File: config.mk
export PLATFORM = sky130hd
export DESIGN_NAME = bytedma_rest
export DESIGN_NICKNAME = d
export VERILOG_FILES = /design/src/rtl/bytedma_pkg.sv /design/src/rtl/bytedma_lanes.sv /design/src/rtl/bytedma_memreq.sv /design/src/rtl/bytedma_rest.sv
export SDC_FILE = /design/constraint.sdc
export NUM_CORES = 1
export LEC_CHECK = 0
export BUFFER_PORTS_ARGS = -buffer_cell sky130_fd_sc_hd__buf_2
export CAP_MARGIN = 20
export CELL_PAD_IN_SITES_DETAIL_PLACEMENT = 1
export CELL_PAD_IN_SITES_GLOBAL_PLACEMENT = 2
export CORE_ASPECT_RATIO = 1.4
export CORE_MARGIN = 2
export CORE_UTILIZATION = 34
export DETAILED_ROUTE_END_ITERATION = 10
export GPL_TIMING_DRIVEN = 0
export PLACE_DENSITY_LB_ADDON = 0.25
export REMOVE_ABC_BUFFERS = 1
export SLEW_MARGIN = 20
export SYNTH_ARGS = -nofsm -noshare
export SYNTH_HDL_FRONTEND = slang
export SYNTH_SLANG_ARGS = --single-unit
File: constraint.sdc
create_clock -name clk -period 2.65 [get_ports clk]
set_input_delay 0.1325 -clock clk [delete_from_list [all_inputs] [get_ports clk]]
set_output_delay 0.1325 -clock clk [all_outputs]
set_load 0.005 [all_outputs]
File: src/rtl/bytedma_pkg.sv
package bytedma_pkg;
   typedef enum logic [1:0] {
      SEL_CTRL = 2'd0,
      SEL_ADDR = 2'd1,
      SEL_CNT  = 2'd2,
      SEL_REST = 2'd3
   } regsel_e;

   localparam int CTL_DIR_BIT  = 0;
   localparam int CTL_EN_BIT   = 1;
   localparam int STS_DONE_BIT = 6;
   localparam int STS_ERR_BIT  = 7;
endpackage

File: src/rtl/bytedma_lanes.sv
module bytedma_lanes #(
   parameter int LANES = 4,
   localparam int DW    = 8 * LANES,
   localparam int OFF_W = $clog2(LANES)
) (
   input  logic             clk,
   input  logic             rst_n,
   input  logic             clr,
   input  logic             ld_word,
   input  logic [DW-1:0]    word_in,
   input  logic             wr_byte,
   input  logic [OFF_W-1:0] lane_idx,
   input  logic [7:0]       byte_in,
   output logic [DW-1:0]    word_q,
   output logic [DW-1:0]    word_mrg,
   output logic [7:0]       byte_out
);
   for (genvar g = 0; g < LANES; g++) begin : g_lane
      localparam int LO = (LANES - 1 - g) * 8;
      logic [7:0] q;
      logic       hit;
      assign hit = wr_byte && (lane_idx == OFF_W'(g));
      always_ff @(posedge clk or negedge rst_n) begin
         if (!rst_n)       q <= '0;
         else if (clr)     q <= '0;
         else if (ld_word) q <= word_in[LO +: 8];
         else if (hit)     q <= byte_in;
      end
      assign word_q[LO +: 8]   = q;
      assign word_mrg[LO +: 8] = hit ? byte_in : q;
   end

   always_comb begin
      byte_out = '0;
      for (int i = 0; i < LANES; i++) begin
         if (lane_idx == OFF_W'(i)) byte_out = word_q[(LANES - 1 - i) * 8 +: 8];
      end
   end
endmodule

File: src/rtl/bytedma_memreq.sv
module bytedma_memreq #(
   parameter int AW = 32,
   parameter int DW = 32
) (
   input  logic          clk,
   input  logic          rst_n,
   input  logic          issue,
   input  logic          issue_we,
   input  logic [AW-1:0] issue_addr,
   input  logic [DW-1:0] issue_wdata,
   input  logic          abort,
   output logic          mem_req,
   output logic          mem_we,
   output logic [AW-1:0] mem_addr,
   output logic [DW-1:0] mem_wdata,
   input  logic          mem_ack,
   input  logic          mem_err,
   output logic          rsp_ok,
   output logic          rsp_err
);
   always_ff @(posedge clk or negedge rst_n) begin
      if (!rst_n) begin
         mem_req   <= 1'b0;
         mem_we    <= 1'b0;
         mem_addr  <= '0;
         mem_wdata <= '0;
      end else if (abort) begin
         mem_req <= 1'b0;
      end else if (mem_req && (mem_ack || mem_err)) begin
         mem_req <= 1'b0;
      end else if (issue) begin
         mem_req   <= 1'b1;
         mem_we    <= issue_we;
         mem_addr  <= issue_addr;
         mem_wdata <= issue_wdata;
      end
   end

   assign rsp_ok  = mem_req && mem_ack && !abort;
   assign rsp_err = mem_req && mem_err && !mem_ack && !abort;
endmodule

File: src/rtl/bytedma_rest.sv
module bytedma_rest
   import bytedma_pkg::*;
#(
   parameter int AW    = 32,
   parameter int CW    = 24,
   parameter int LANES = 4
) (
   input  logic          clk,
   input  logic          rst_n,
   input  logic          reg_we,
   input  logic [1:0]    reg_sel,
   input  logic [31:0]   reg_wdata,
   output logic [31:0]   reg_rdata,
   input  logic          dev_req,
   output logic          dev_ack,
   input  logic [7:0]    dev_rdata,
   output logic [7:0]    dev_wdata,
   output logic          mem_req,
   output logic          mem_we,
   output logic [AW-1:0] mem_addr,
   output logic [8*LANES-1:0] mem_wdata,
   input  logic [8*LANES-1:0] mem_rdata,
   input  logic          mem_ack,
   input  logic          mem_err
);
   localparam int DW    = 8 * LANES;
   localparam int OFF_W = $clog2(LANES);

   if (LANES != 2 && LANES != 4) begin : g_bad_lanes
      $error("LANES must be 2 or 4");
   end
   if (AW > 32 || AW < OFF_W + 2) begin : g_bad_aw
      $error("AW out of range");
   end
   if (CW > 32 || CW < 2) begin : g_bad_cw
      $error("CW out of range");
   end

   logic          ctrl_en, ctrl_dir, run, st_err, st_done, buf_valid;
   logic [AW-1:0] addr_q;
   logic [CW-1:0] cnt_q;
   logic [OFF_W-1:0] off;
   logic          last_off, ctl_wr, start, stop, can_go, hs;
   logic          issue_wr, issue_rd, rsp_ok, rsp_err, finish;
   logic [AW-1:0] word_addr;
   logic [DW-1:0] word_q, word_mrg;

   assign off       = addr_q[OFF_W-1:0];
   assign last_off  = (off == OFF_W'(LANES - 1));
   assign word_addr = {addr_q[AW-1:OFF_W], {OFF_W{1'b0}}};
   assign ctl_wr    = reg_we && (regsel_e'(reg_sel) == SEL_CTRL);
   assign start     = ctl_wr && reg_wdata[CTL_EN_BIT] && !ctrl_en;
   assign stop      = ctl_wr && !reg_wdata[CTL_EN_BIT];
   assign can_go    = run && !mem_req && !stop && (cnt_q != '0);
   assign dev_ack   = can_go && dev_req && (!ctrl_dir || buf_valid);
   assign hs        = dev_ack;
   assign issue_wr  = hs && !ctrl_dir && last_off;
   assign issue_rd  = can_go && ctrl_dir && !buf_valid;
   assign finish    = run && !mem_req && !stop && (cnt_q == '0);

   bytedma_lanes #(.LANES(LANES)) i_lanes (
      .clk      (clk),
      .rst_n    (rst_n),
      .clr      (start || issue_wr),
      .ld_word  (rsp_ok && !mem_we),
      .word_in  (mem_rdata),
      .wr_byte  (hs && !ctrl_dir),
      .lane_idx (off),
      .byte_in  (dev_rdata),
      .word_q   (word_q),
      .word_mrg (word_mrg),
      .byte_out (dev_wdata)
   );

   bytedma_memreq #(.AW(AW), .DW(DW)) i_memreq (
      .clk         (clk),
      .rst_n       (rst_n),
      .issue       (issue_wr || issue_rd),
      .issue_we    (issue_wr),
      .issue_addr  (word_addr),
      .issue_wdata (word_mrg),
      .abort       (stop),
      .mem_req     (mem_req),
      .mem_we      (mem_we),
      .mem_addr    (mem_addr),
      .mem_wdata   (mem_wdata),
      .mem_ack     (mem_ack),
      .mem_err     (mem_err),
      .rsp_ok      (rsp_ok),
      .rsp_err     (rsp_err)
   );

   always_ff @(posedge clk or negedge rst_n) begin
      if (!rst_n) begin
         ctrl_en   <= 1'b0;
         ctrl_dir  <= 1'b0;
         run       <= 1'b0;
         st_err    <= 1'b0;
         st_done   <= 1'b0;
         buf_valid <= 1'b0;
         addr_q    <= '0;
         cnt_q     <= '0;
      end else if (stop) begin
         ctrl_en   <= 1'b0;
         ctrl_dir  <= reg_wdata[CTL_DIR_BIT];
         run       <= 1'b0;
         st_err    <= 1'b0;
         st_done   <= 1'b0;
         buf_valid <= 1'b0;
      end else if (start) begin
         ctrl_en   <= 1'b1;
         ctrl_dir  <= reg_wdata[CTL_DIR_BIT];
         run       <= 1'b1;
         st_err    <= 1'b0;
         st_done   <= 1'b0;
         buf_valid <= 1'b0;
      end else begin
         if (reg_we && !ctrl_en && regsel_e'(reg_sel) == SEL_ADDR) addr_q <= reg_wdata[AW-1:0];
         if (reg_we && !ctrl_en && regsel_e'(reg_sel) == SEL_CNT)  cnt_q  <= reg_wdata[CW-1:0];
         if (hs) begin
            addr_q <= addr_q + AW'(1);
            cnt_q  <= cnt_q - CW'(1);
            if (ctrl_dir && last_off) buf_valid <= 1'b0;
         end
         if (rsp_ok && !mem_we) buf_valid <= 1'b1;
         if (rsp_err) begin
            run    <= 1'b0;
            st_err <= 1'b1;
            addr_q <= mem_addr;
         end
         if (finish) begin
            run     <= 1'b0;
            st_done <= 1'b1;
         end
      end
   end

   always_comb begin
      reg_rdata = '0;
      unique case (regsel_e'(reg_sel))
         SEL_CTRL: begin
            reg_rdata[STS_ERR_BIT]  = st_err;
            reg_rdata[STS_DONE_BIT] = st_done;
            reg_rdata[CTL_EN_BIT]   = ctrl_en;
            reg_rdata[CTL_DIR_BIT]  = ctrl_dir;
         end
         SEL_ADDR: reg_rdata[AW-1:0] = addr_q;
         SEL_CNT:  reg_rdata[CW-1:0] = cnt_q;
         SEL_REST: reg_rdata[DW-1:0] = word_q;
         default:  reg_rdata = '0;
      endcase
   end
endmodule

==> results.py <==
metrics = {
    "synthesis": {
        "postSynthCellCount": 995,
        "synthFlopType": "dfrtp_1",
        "ys_seq_elements": 158,
        "ys_warn_count": 0,
        "netlist-cell-type-count": 66,
        "post_syn_area_per_cell_um2": 9.14,
        "post_synth_instance_area_mm2": 0.00909,
        "number_of_synthesized_flops_with_an_enable_pin": 0,
        "asyncSetResetFlopFracSynth_pct": 100,
        "seq_area_frac_synth_pct": 43.5,
    },
    "timing": {
        "max_freq_ghz": 0.388,
        "slew_violations": 0,
        "fin_crit_ns": 2.58,
        "timing.final.crit_share_pct": 97.2,
        "fin_skew_ns": 0.00895,
        "final-hold-violation-count": 0,
        "max_slew.worst_pin.slew_ns": 1.25,
        "setup_violations": 0,
        "timing.max_slew.rel_slack_pct": 16.8,
    },
    "clock_tree": {
        "tritoncts.num_buffers": 17,
        "tritoncts_clock_tree": "yes",
        "later_pin_clock_latency_in_the_skew_report_ns": 0.44,
        "ctsLongestPathBuffers": 2,
        "clkTransAtPathRegs_ns": 0.07,
        "clock_sink_count": 158,
        "htreeDepth": 4,
        "cts_root_buf": "clkbuf_16",
    },
    "floorplan": {
        "fp.coreArea_mm2": 0.0262,
        "die_height_um": 198,
        "starting_density_of_the_core_pct": 34.7,
        "die_area_mm2": 0.0281,
        "chipWidth_um": 142,
        "ios": 187,
        "placement_rows": 70,
    },
    "critical_path": {
        "worstPathRequired_ns": 2.98,
        "path_class": "flop to flop",
        "worstSetupEndpointType": "flop",
        "timing.critical_path.slowest_cell_delay_ns": 0.45,
        "path_cells": "inv_1 -> ha_4 -> nor4b_4 -> and4b_2 -> a21o_4 -> buf_12 -> inv_16 -> o21ba_1 -> buf_4 -> o22a_1",
        "critical_path_peak_fanout": 43,
        "start_kind": "flop",
        "crit_arrival_ns": 2.91,
        "crit_slowest_cell": "dfrtp_2",
    },
    "grt": {
        "global_route.overflow_total": 0,
        "grt_max_degree": 89,
        "number_of_antenna_violations_at_the_first_check_in_global_routing": 1,
        "grt_pass1_vias": 9254,
        "grt_usage_pct": 26.6,
        "global_route_wire_length_before_repair_um": 55900,
    },
    "routing": {
        "vias": 8930,
        "wl_per_cell_um": 23.9,
        "remaining_drc_errors": 0,
        "number_of_search_and_repair_iterations_in_the_first_detailed_routing_pass": 5,
        "post_drt_via_cell_ratio": 5.77,
        "wl_um": 37000,
        "drtAntennaViolNets": 0,
        "drc_violation_total_after_the_first_tritonroute_iteration": 442,
    },
    "job": {
        "max_cap_violations": 0,
    },
    "placement": {
        "final_gp_congestion": 0.813,
        "place.port_buffers": 184,
        "dp_hpwl_um": 24100,
    },
    "power": {
        "ir_drop_mv": 0.514,
        "report.power.total_mw": 13.4,
        "cellPowerDensity_mw_per_mm2": 1120,
        "power.leakage_nw": 5.33,
    },
    "finish": {
        "fillCellCount": 3003,
        "ant_cells": 0,
        "postLayoutCoreUtil_pct": 45.7,
        "final_cell_mix": "buf_2, dfrtp_1, nor2_1",
        "drive_above_1_share_pct": 30.7,
        "finalNetCount": 1296,
        "final_common_cell": "buf_2",
        "area_delta_synth_final_pct": 31.6,
    },
    "outcome": {
        "run_status": "completed",
    },
    "worst_hold_path": {
        "worst_hold_path_type": "primary input to flop",
    },
}
## cell type report
cell class / count / area [um^2] / area share, %
Timing Repair inverter: 1 / 8.76 / 0.0732
Clock inverter: 9 / 134 / 1.12
Tap cell: 324 / 405 / 3.39
Sequential cell: 158 / 3960 / 33.1
Inverter: 15 / 72.6 / 0.606
Timing Repair Buffer: 269 / 1910 / 16.0
Multi-Input combinational cell: 749 / 5000 / 41.8
Clock buffer: 23 / 478 / 3.99
## metrics by stage
step	worst slack [ns]	cells	instance area (um^2)	TNS (ns)	hold slack (ns)
global route	-0.0754	1548	12000	-2.07	0.0200
floorplan	-2.50	915	8720	-183.43	-0.163
finish	0.0730	1548	12000	0	0.00745
global placement	-5.60	1423	10100	-705.99	0.373
detailed placement	-1.68	1434	10300	-119.84	0.149
CTS	-0.0622	1534	11800	-0.268	0.000403
## state kept, by name, summed over array words and instances (netlist names)
| signal | cells |
|---|---|
| addr_q | 32 |
| i_lanes.g_lane.q | 32 |
| i_memreq.mem_wdata | 32 |
| i_memreq.mem_addr | 30 |
| cnt_q | 24 |
| buf_valid | 1 |
| ctrl_dir | 1 |
| ctrl_en | 1 |
| i_memreq.mem_req | 1 |
| i_memreq.mem_we | 1 |
| run | 1 |
| st_done | 1 |
| st_err | 1 |
## where the power goes
group,total [mW],switching [mW],internal [mW]
Combinational,5.71,3.01,2.71
Sequential,5.03,1.47,3.56
Clock,2.63,1.08,1.56
Total,13.4,5.55,7.83
## what timing repair did
| action | CTS | global route |
|---|---|---|
| endpoints found under the setup margin | 157 | 137 |
| hold endpoints to repair | 103 | 0 |
| cloned | 9 | 0 |
| pin swaps | 12 | 5 |
| resized for setup | 31 | 24 |
| buffers inserted | 25 | 14 |
| hold buffers | 34 | 0 |
## routing by layer
| layer | global-route usage, % | wire length (um) | vias up |
|---|---|---|---|
| met3 | 5.77 | 1700 | 47 |
| met2 | 46.9 | 19100 | 205 |
| li1 | - | - | 4058 |
| met1 | 32.1 | 15300 | 4618 |
| met5 | 0 | 13 | - |
| met4 | 8.30 | 870 | 2 |
## cell usage after synthesis, types with 3 or more instances
master | instances | share of area (%)
nand2b_1 | 7 | 0.48
a31o_2 | 5 | 0.48
o22a_1 | 4 | 0.39
inv_1 | 14 | 0.58
nand2_1 | 76 | 3.1
dfrtp_1 | 158 | 43
o22ai_1 | 6 | 0.41
nor2_1 | 127 | 5.2
buf_1 | 6 | 0.25
mux4_2 | 4 | 0.99
or4_4 | 3 | 0.37
o21ai_1 | 6 | 0.33
xor2_1 | 4 | 0.39
buf_6 | 3 | 0.37
or3_1 | 4 | 0.28
nor4_1 | 12 | 0.83
a22oi_1 | 5 | 0.41
and3_1 | 9 | 0.62
a211o_1 | 9 | 0.87
a22o_1 | 23 | 2.2
and4b_1 | 3 | 0.33
a21oi_1 | 125 | 6.9
nand2_2 | 4 | 0.28
nand3_1 | 20 | 1.1
nor2b_1 | 11 | 0.76
mux2i_1 | 41 | 4.5
buf_2 | 29 | 1.6
o2bb2ai_1 | 9 | 0.87
a21o_1 | 6 | 0.50
a211oi_1 | 31 | 2.6
a221oi_1 | 5 | 0.48
xnor2_1 | 12 | 1.2
mux2_2 | 46 | 5.7
a31oi_1 | 8 | 0.55
ha_1 | 5 | 0.69
clkbuf_1 | 40 | 1.7
nand4_1 | 12 | 0.83
nor3_1 | 13 | 0.72
buf_4 | 3 | 0.25
o21ai_0 | 47 | 2.6
o211ai_1 | 9 | 0.74
## critical path, delay by kind of cell, from the launching register on
| family | cells | cell delay (ns) |
|---|---|---|
| buf+inv | 4 | 0.53 |
| compound gates | 3 | 0.64 |
| flops | 1 | 0.45 |
| fa+ha+maj | 1 | 0.16 |
| simple gates | 2 | 0.63 |
## cell families after synthesis
| group | synth area share, % |
|---|---|
| buffers and inverters | 4.76 |
| DFF | 43.5 |
| and+or+nand+nor | 16.8 |
| AOI/OAI and AO/OA | 21.4 |
| xor gates and xnor gates | 1.54 |
| adders and majority gates | 0.688 |
| muxes | 11.3 |
| other | 0.0412 |
## worst paths after layout
check	slack, ns	endpoint	cells after the start	from
worst min register to register	0.49	run	2	run
max in group asynchronous	1.47	cnt_q[13]	3	rst_n
worst max-delay path	0.07	addr_q[6]	10	cnt_q[1]
min in group asynchronous	0.23	i_memreq.mem_wdata[27]	2	rst_n
worst max register to register	0.07	addr_q[6]	10	cnt_q[1]
worst min-delay path	0.007	i_lanes.g_lane[0].q[7]	3	mem_rdata[31]
Power figures use the tool's default switching activity.
